### src/rtl/sthf_pkg.sv
`timescale 1ns/1ps
package sthf_pkg;
  localparam int SUBTRI_N    = 4;
  localparam int CODE_W      = 2;
  localparam int TRI_FIELD_W = SUBTRI_N * CODE_W;
  localparam int TRI_N       = 2;

  typedef enum logic [1:0] {
    OPQ_CLEAR = 2'b00,
    OPQ_SOLID = 2'b01,
    OPQ_MIXED = 2'b10,
    OPQ_RSVD  = 2'b11
  } opq_code_e;

  typedef enum logic [1:0] {
    VERD_DROP   = 2'b00,
    VERD_COMMIT = 2'b01,
    VERD_ANYHIT = 2'b10
  } verdict_e;

  typedef struct packed {
    verdict_e   verdict;
    logic       skip_alpha;
    logic       end_ray;
    logic [1:0] subtri;
  } verdict_t;

  // Midpoint subdivision: corners take priority u, v, w; centre otherwise.
  function automatic logic [1:0] pick_subtri(input logic [31:0] u,
                                             input logic [31:0] v,
                                             input logic [31:0] one);
    logic [33:0] uu, vv, oo, ww;
    uu = {2'b00, u};
    vv = {2'b00, v};
    oo = {2'b00, one};
    ww = oo - uu - vv;
    if ((uu << 1) >= oo)      return 2'd0;
    else if ((vv << 1) >= oo) return 2'd1;
    else if ((ww << 1) >= oo) return 2'd2;
    else                      return 2'd3;
  endfunction

  function automatic verdict_t judge(input logic [1:0] code,
                                     input logic       emu,
                                     input logic [1:0] idx);
    verdict_t r;
    r.subtri     = idx;
    r.skip_alpha = 1'b0;
    r.end_ray    = 1'b0;
    r.verdict    = VERD_ANYHIT;
    if (!emu) begin
      case (code)
        OPQ_CLEAR: r.verdict = VERD_DROP;
        OPQ_SOLID: begin
          r.verdict    = VERD_COMMIT;
          r.skip_alpha = 1'b1;
          r.end_ray    = 1'b1;
        end
        default:   r.verdict = VERD_ANYHIT;
      endcase
    end
    return r;
  endfunction
endpackage

### src/rtl/sthf_subtri_locate.sv
`timescale 1ns/1ps
module sthf_subtri_locate #(
  parameter int BARY_W = 12
) (
  input  logic [BARY_W-1:0] u,
  input  logic [BARY_W-1:0] v,
  output logic [1:0]        idx
);
  import sthf_pkg::*;
  localparam logic [31:0] ONE = 32'(1) << (BARY_W - 1);

  always_comb begin
    idx = pick_subtri(32'(u), 32'(v), ONE);
  end
endmodule

### src/rtl/sthf_opacity_fetch.sv
`timescale 1ns/1ps
module sthf_opacity_fetch #(
  parameter int LEAF_W  = 512,
  parameter int OPQ_LSB = 494
) (
  input  logic [LEAF_W-1:0] leaf,
  input  logic              tri_sel,
  input  logic [1:0]        idx,
  output logic [1:0]        code,
  output logic              emu
);
  import sthf_pkg::*;
  localparam int EMU_LSB = OPQ_LSB + TRI_N * TRI_FIELD_W;

  logic [TRI_FIELD_W-1:0] fld      [TRI_N];
  logic [TRI_N-1:0]       emu_bits;

  for (genvar t = 0; t < TRI_N; t++) begin : g_tri
    assign fld[t]      = leaf[OPQ_LSB + t*TRI_FIELD_W +: TRI_FIELD_W];
    assign emu_bits[t] = leaf[EMU_LSB + t];
  end

  always_comb begin
    code = fld[tri_sel][{idx, 1'b0} +: CODE_W];
    emu  = emu_bits[tri_sel];
  end
endmodule

### src/rtl/sthf_verdict_stage.sv
`timescale 1ns/1ps
module sthf_verdict_stage #(
  parameter int TAG_W = 8
) (
  input  logic                clk,
  input  logic                rst_n,
  input  logic                load,
  input  sthf_pkg::verdict_t  d_verdict,
  input  logic [TAG_W-1:0]    d_tag,
  output logic                can_load,
  output logic                q_valid,
  input  logic                q_ready,
  output sthf_pkg::verdict_t  q_verdict,
  output logic [TAG_W-1:0]    q_tag
);
  import sthf_pkg::*;

  assign can_load = !q_valid || q_ready;

  always_ff @(posedge clk or negedge rst_n) begin
    if (!rst_n) begin
      q_valid   <= 1'b0;
      q_verdict <= '0;
      q_tag     <= '0;
    end else begin
      if (load)         q_valid <= 1'b1;
      else if (q_ready) q_valid <= 1'b0;
      if (load) begin
        q_verdict <= d_verdict;
        q_tag     <= d_tag;
      end
    end
  end
endmodule

### src/rtl/subtri_hit_filter.sv
`timescale 1ns/1ps
module subtri_hit_filter #(
  parameter int BARY_W  = 12,
  parameter int LEAF_W  = 512,
  parameter int OPQ_LSB = 494,
  parameter int TAG_W   = 8
) (
  input  logic              clk,
  input  logic              rst_n,
  input  logic              in_valid,
  output logic              in_ready,
  input  logic              in_tri,
  input  logic [BARY_W-1:0] in_u,
  input  logic [BARY_W-1:0] in_v,
  input  logic [LEAF_W-1:0] in_leaf,
  input  logic [TAG_W-1:0]  in_tag,
  output logic              out_valid,
  input  logic              out_ready,
  output logic [1:0]        out_verdict,
  output logic              out_skip_alpha,
  output logic              out_end_ray,
  output logic [1:0]        out_subtri,
  output logic [TAG_W-1:0]  out_tag
);
  import sthf_pkg::*;

  logic       hit_fire;
  logic [1:0] loc_idx;
  logic [1:0] sel_code;
  logic       sel_emu;
  verdict_t   cls;
  verdict_t   held;

  sthf_subtri_locate #(.BARY_W(BARY_W)) u_locate (
    .u   (in_u),
    .v   (in_v),
    .idx (loc_idx)
  );

  sthf_opacity_fetch #(.LEAF_W(LEAF_W), .OPQ_LSB(OPQ_LSB)) u_fetch (
    .leaf    (in_leaf),
    .tri_sel (in_tri),
    .idx     (loc_idx),
    .code    (sel_code),
    .emu     (sel_emu)
  );

  always_comb begin
    cls = judge(sel_code, sel_emu, loc_idx);
  end

  assign hit_fire = in_valid && in_ready;

  sthf_verdict_stage #(.TAG_W(TAG_W)) u_stage (
    .clk       (clk),
    .rst_n     (rst_n),
    .load      (hit_fire),
    .d_verdict (cls),
    .d_tag     (in_tag),
    .can_load  (in_ready),
    .q_valid   (out_valid),
    .q_ready   (out_ready),
    .q_verdict (held),
    .q_tag     (out_tag)
  );

  assign out_verdict    = held.verdict;
  assign out_skip_alpha = held.skip_alpha;
  assign out_end_ray    = held.end_ray;
  assign out_subtri     = held.subtri;
endmodule

### config.mk
export PLATFORM = sky130hd
export DESIGN_NAME = subtri_hit_filter
export DESIGN_NICKNAME = d
export VERILOG_FILES = /design/src/rtl/sthf_pkg.sv /design/src/rtl/sthf_subtri_locate.sv /design/src/rtl/sthf_opacity_fetch.sv /design/src/rtl/sthf_verdict_stage.sv /design/src/rtl/subtri_hit_filter.sv
export SDC_FILE = /design/constraint.sdc
export NUM_CORES = 1
export LEC_CHECK = 0
export ABC_AREA = 1
export BUFFER_PORTS_ARGS = -buffer_cell sky130_fd_sc_hd__buf_2
export CORE_AREA = 2 2 222 224
export CTS_BUF_LIST = sky130_fd_sc_hd__clkbuf_4 sky130_fd_sc_hd__clkbuf_8
export DETAILED_ROUTE_END_ITERATION = 12
export DIE_AREA = 0 0 224 226
export HOLD_SLACK_MARGIN = 0.03
export SETUP_SLACK_MARGIN = 0.1
export SLEW_MARGIN = 5
export SYNTH_ARGS = -nofsm -noshare
export SYNTH_HDL_FRONTEND = slang
export SYNTH_HIERARCHICAL = 1
export SYNTH_SLANG_ARGS = --single-unit
### constraint.sdc
create_clock -name clk -period 2.9 [get_ports clk]
set_input_delay 0.58 -clock clk [delete_from_list [all_inputs] [get_ports clk]]
set_output_delay 0.58 -clock clk [all_outputs]
set_load 0.01 [all_outputs]
# Word-level counts from Yosys, hierarchy flattened
# Index checks and enable logic that the tools add are counted.
word_totals:
  reg_bits: 15
  out_inout_bits: 16
classes:
  magnitude_cmp: 5
  eq_ne: 1
  mux: 13
  bitwise_logic: 1
  n_reduce_logical: 5
  n_addsub: 2
  shifts: 1
op_table:
  columns: ["op", "n"]
  rows:
  - ["34-bit by 12-bit greater-or-equal comparator with 1-bit output, second input constant", 1]
  - ["33-bit by 12-bit subtractor with 33-bit output", 1]
  - ["13-bit by 12-bit greater-or-equal comparator with 1-bit output, second input constant", 2]
  - ["8-bit 2-to-1 mux", 3]
  - ["12-bit by 12-bit subtractor with 13-bit output, first input constant", 1]
  - ["8-bit by 4-bit indexed part select with 2-bit output", 1]
  - ["2-bit 2-to-1 mux", 3]
  - ["1-bit 2-to-1 mux", 5]
  - ["4-bit 2-to-1 mux", 1]
  - ["2-bit case mux with 2 select lines", 1]
  - ["2-bit by 1-bit equality test with 1-bit output, second input constant", 1]
  - ["2-bit greater-or-equal comparator, second input constant", 1]
  - ["2-bit logical NOT", 1]
  - ["1-bit by 2-bit less-than comparator with 1-bit output, second input constant", 1]
  - ["1-bit inverter with 2-bit output", 1]
  - ["2-bit nonzero test", 1]
  - ["1-bit logical AND", 1]
  - ["1-bit logical NOT", 1]
  - ["1-bit logical OR", 1]

# Logic depth before layout (Yosys ltp)
depth:
  word_depth: 10
  ltp_mapped: 28
  ltp_nobuf: 28

# By module
# Netlist, hierarchy kept.
by_module_without_submodules:
  columns: ["mod", "area_each_um2", "instances", "cells_each", "seq_area_each_um2"]
  rows:
  - ["sthf_subtri_locate", 802.0, 1, 144, 0.0]
  - ["sthf_verdict_stage", 566.8, 1, 63, 375.4]
  - ["sthf_opacity_fetch", 241.5, 1, 57, 0.0]
  - ["subtri_hit_filter", 25.0, 1, 6, 0.0]

# Least setup slack after synthesis
# No wires, ideal clock.
synth_path:
  kind: "input port to flip-flop"
  from: "input in_u[0]"
  to: "register u_stage/q_verdict[5] in the netlist's numbering"
  slack_ps: -411
  path_stages: 26
  t_required_ps: 2783
  arrival_ps: 3194
  cell_sequence: "inv_1 ha_1 nand2_1 nor4_4 nand3_1 o21ai_0 and2_2 ha_1 nand2_1 nor2_1 and2_1 nand2_1 nand4_1 nand2_1 nand2_1 inv_1 nand2_1 a21oi_2 inv_1 nand3_1 nand2_1 nand2_1 nand2_1 or2_1 nand2_1 nand2_1"
synth_rtl:
  columns: ["element", "line", "text"]
  rows:
  - ["start, declared", "subtri_hit_filter.sv:13", "input logic [BARY_W-1:0] in_u,"]
  - ["end signal, assigned", "sthf_verdict_stage.sv:29", "q_verdict <= d_verdict;"]
  - ["end, declared", "sthf_verdict_stage.sv:13", "output sthf_pkg::verdict_t q_verdict,"]

==> results.yml <==
floorplanning:
  die_area_mm2: 0.05062
  io_pins: 565
  coreArea_mm2: 0.04834
  rows: 81
  die_h_um: 226
  start_util_pct: 3.383
  die_w_um: 224
sta:
  drv_slew: 0
  final_critical_path_setup_slack_ns: -0.3432
  timing.fmax_ghz: 0.3083
  rsz0062_at_grt: "yes"
  setup-tns-final_ns: -1.283
  period_share_pct: 111.8
  post-route-min-period_ns: 3.243
  hold_viol_final: 0
  clock_skew_ns: 0.005235
  setup_viol: 4
  worst-slew-pin-transition_ns: 0.5056
  max_slew_margin_pct: 66.26
logic_synthesis:
  netlist_top_cells_area: "nand2_1 (27%), dfrtp_1 (23%), inv_1 (12%), ha_1 (9.9%), nand3_1 (3.4%)"
  synth_nets: 833
  ys_warn_count: 6
  synth_seq_area_share_pct: 22.95
  synth.avg_cell_area_um2: 6.057
  dominantRegCellSynth: "dfrtp_1"
  synth_top_area_share_pct: 26.63
  synth_area_mm2: 0.001635
  synth_top_area_cell: "nand2_1"
  ys_top_cells_by_count: "nand2_1 (116), inv_1 (51), dfrtp_1 (15)"
  synth-seq-cells: 15
  netlist_instances: 270
  synth.distinct_cells: 29
  synth_most_common_cell: "nand2_1"
  synth_edf_count: 0
  async_flop_share_pct: 100.0
clock_tree:
  clk_latency_ns: 0.24
  clk_transition_reported_paths_ns: 0.06
  cts-root-buf: "clkbuf_8"
  htree_num_levels: 1
  cts_buffer_depth: 2
  cts_tree: "yes"
  clock-sinks: 15
  numCtsBuffers: 3
global_routing:
  grt_pass1_vias: 1675
  overflow: 0
  grt_usage_pct: 2.033
  grt_max_degree: 16
  antenna_found_initial: 0
  grt_pass1_wl_mm: 8.286
drt:
  wl_met2_mm: 2.659
  route.met3.wl_um: 112
  ant_nets: 0
  wl_per_cell_um: 5.639
  vias_per_cell: 1.825
  first_pass_iters: 4
  highest_layer: "met4"
  drc: 0
  wirelength_mm: 5.571
  vias: 1803
  drt-initial-drc-count: 43
  met1Wirelength_mm: 2.724
placed_design:
  finalWeightedCongestion: 0.7226
  dp.cells: 979
  port_buffers: 70
  place_hpwl_mm: 4.916
setup_path:
  worst-path-max-fanout: 6
  end_kind: "register"
  arrival_ns: 3.42
  critPathRequiredTime_ns: 3.08
  cp-start-kind: "input port"
  path_common_cell: "nand2_1"
  worstSetupPathType: "input port to register"
  slowest_stage: "ha_4"
  slowest_delay_ns: 0.29
finish:
  antennaDiodeCount: 0
  final_cells: 988
  drive_gt1_share_pct: 39.07
  num-fill-cells: 5669
  design.final.nets: 930
  area_growth_pct: 92.73
run_status:
  status: "complete, but fails checks"
  violations: "negative setup slack"
power_and_ir_drop:
  seqPwrFrac_pct: 32.5
  combinationalPowerShare_pct: 44.6
  ir_worst_vdd_uv: 159.9
  cellPowerDensity_mw_per_mm2: 242.4
  p_sw_mw: 0.2688
  power.internal_mw: 0.4953
  clockPowerShare_pct: 22.9
  leakage_nw: 1.489
  swShare_pct: 35.18
worst_hold_path:
  worstHoldPathType: "input port to async pin"
flow_run:
  max-cap-violations: 0
[per-layer routing]
metal,vias to the layer above,track usage (%)
met5,-,0
met1,764,2.840
met2,37,3.376
li1,996,-
met4,0,0.4086
met3,6,0.2082
[per-stage QoR]
| stage | power (mW) | setup slack [ns] | hold WS, ns | utilization [%] | instance area [µm²] |
|---|---|---|---|---|---|
| finish | 0.7640 | -0.3432 | 0.2289 | 6.520 | 3152 |
| CTS | 0.7633 | -0.3279 | 0.2368 | 6.416 | 3102 |
| global placement | 0.5696 | -0.7824 | 0.4503 | 6.126 | 2962 |
| detailed placement | 0.5691 | -0.8572 | 0.4532 | 6.126 | 2962 |
| floorplan | 0.4327 | -0.3802 | 0.2844 | - | 1700 |
| global route | 0.8303 | -0.6126 | 0.2457 | 6.520 | 3152 |
[state kept, by name, indices dropped and copies added (netlist names)]
name / flops
u_stage/q_verdict: 6
u_stage/q_valid: 1
u_stage/q_tag: 8
[final cells by class]
type,count,area [µm²],area share [%]
clock buffers,4,48.80,1.548
flip-flops and latches,15,375.4,11.91
well taps,622,778.2,24.69
multi-input cells,192,1115,35.37
repair buffers,95,576.8,18.30
inverters,60,257.7,8.178
[power by group through the flow]
stage | registers [mW] | logic (mW) | clock network, mW
6_report | 0.249 | 0.341 | 0.175
2_1_floorplan | 0.266 | 0.167 | 0
5_1_grt | 0.252 | 0.386 | 0.192
4_1_cts | 0.249 | 0.335 | 0.180
3_5_place_dp | 0.252 | 0.317 | 0
3_3_place_gp | 0.251 | 0.318 | 0
[timing repair]
action / 4_1_cts / 5_1_grt
hold buffers: 0 / 0
endpoints found under the setup margin: 5 / 5
buffers inserted: 2 / 3
resized for setup: 22 / 8
pin swaps: 18 / 8
[logic make-up (layout without fill, tap and decap cells)]
kind of cell / Yosys count / in the layout / synth area share [%]
AND/OR/NAND/NOR: 157 / 157 / 41.16
buffers and inverters: 63 / 159 / 15.91
flip-flops: 15 / 15 / 22.95
adder cells (fa/ha/maj): 14 / 14 / 11.17
AO/OA/AOI/OAI: 13 / 13 / 4.513
XOR/XNOR: 8 / 8 / 4.284
[cells in the final DEF, fill, tap and decap left out, types with 6 or more instances in the layout]
master / n
nand2_1: 108
buf_2: 67
inv_1: 46
buf_4: 23
dfrtp_1: 15
inv_2: 10
ha_1: 10
nand2_2: 8
nor2_1: 8
nand3_1: 7
a21oi_1: 6
[worst max-delay path: cells and delay by family]
| kind | cells | cell delay (ns) |
|---|---|---|
| adder cells (fa/ha/maj) | 2 | 0.43 |
| buffers and inverters | 5 | 0.38 |
| AND/OR/NAND/NOR | 20 | 1.86 |
| AO/OA/AOI/OAI | 1 | 0.17 |
[worst paths after layout]
path                                                  start                          endpoint  slack (ns)  cells past startpoint
max                                                 in_u[0]  u_stage/q_verdict[4]$_DFFE_PN0P_       -0.34                     28
min                                                   rst_n      u_stage/q_tag[1]$_DFFE_PN0P_        0.23                      1
max reg2reg                     u_stage/q_valid$_DFFE_PN0P_  u_stage/q_verdict[5]$_DFFE_PN0P_        1.46                      6
min reg2reg                u_stage/q_verdict[2]$_DFFE_PN0P_  u_stage/q_verdict[2]$_DFFE_PN0P_        0.46                      2
max in group asynchronous                             rst_n  u_stage/q_verdict[5]$_DFFE_PN0P_        2.42                      1
min in group clk           u_stage/q_verdict[2]$_DFFE_PN0P_  u_stage/q_verdict[2]$_DFFE_PN0P_        0.46                      2
(Power assumes the default switching activity.)
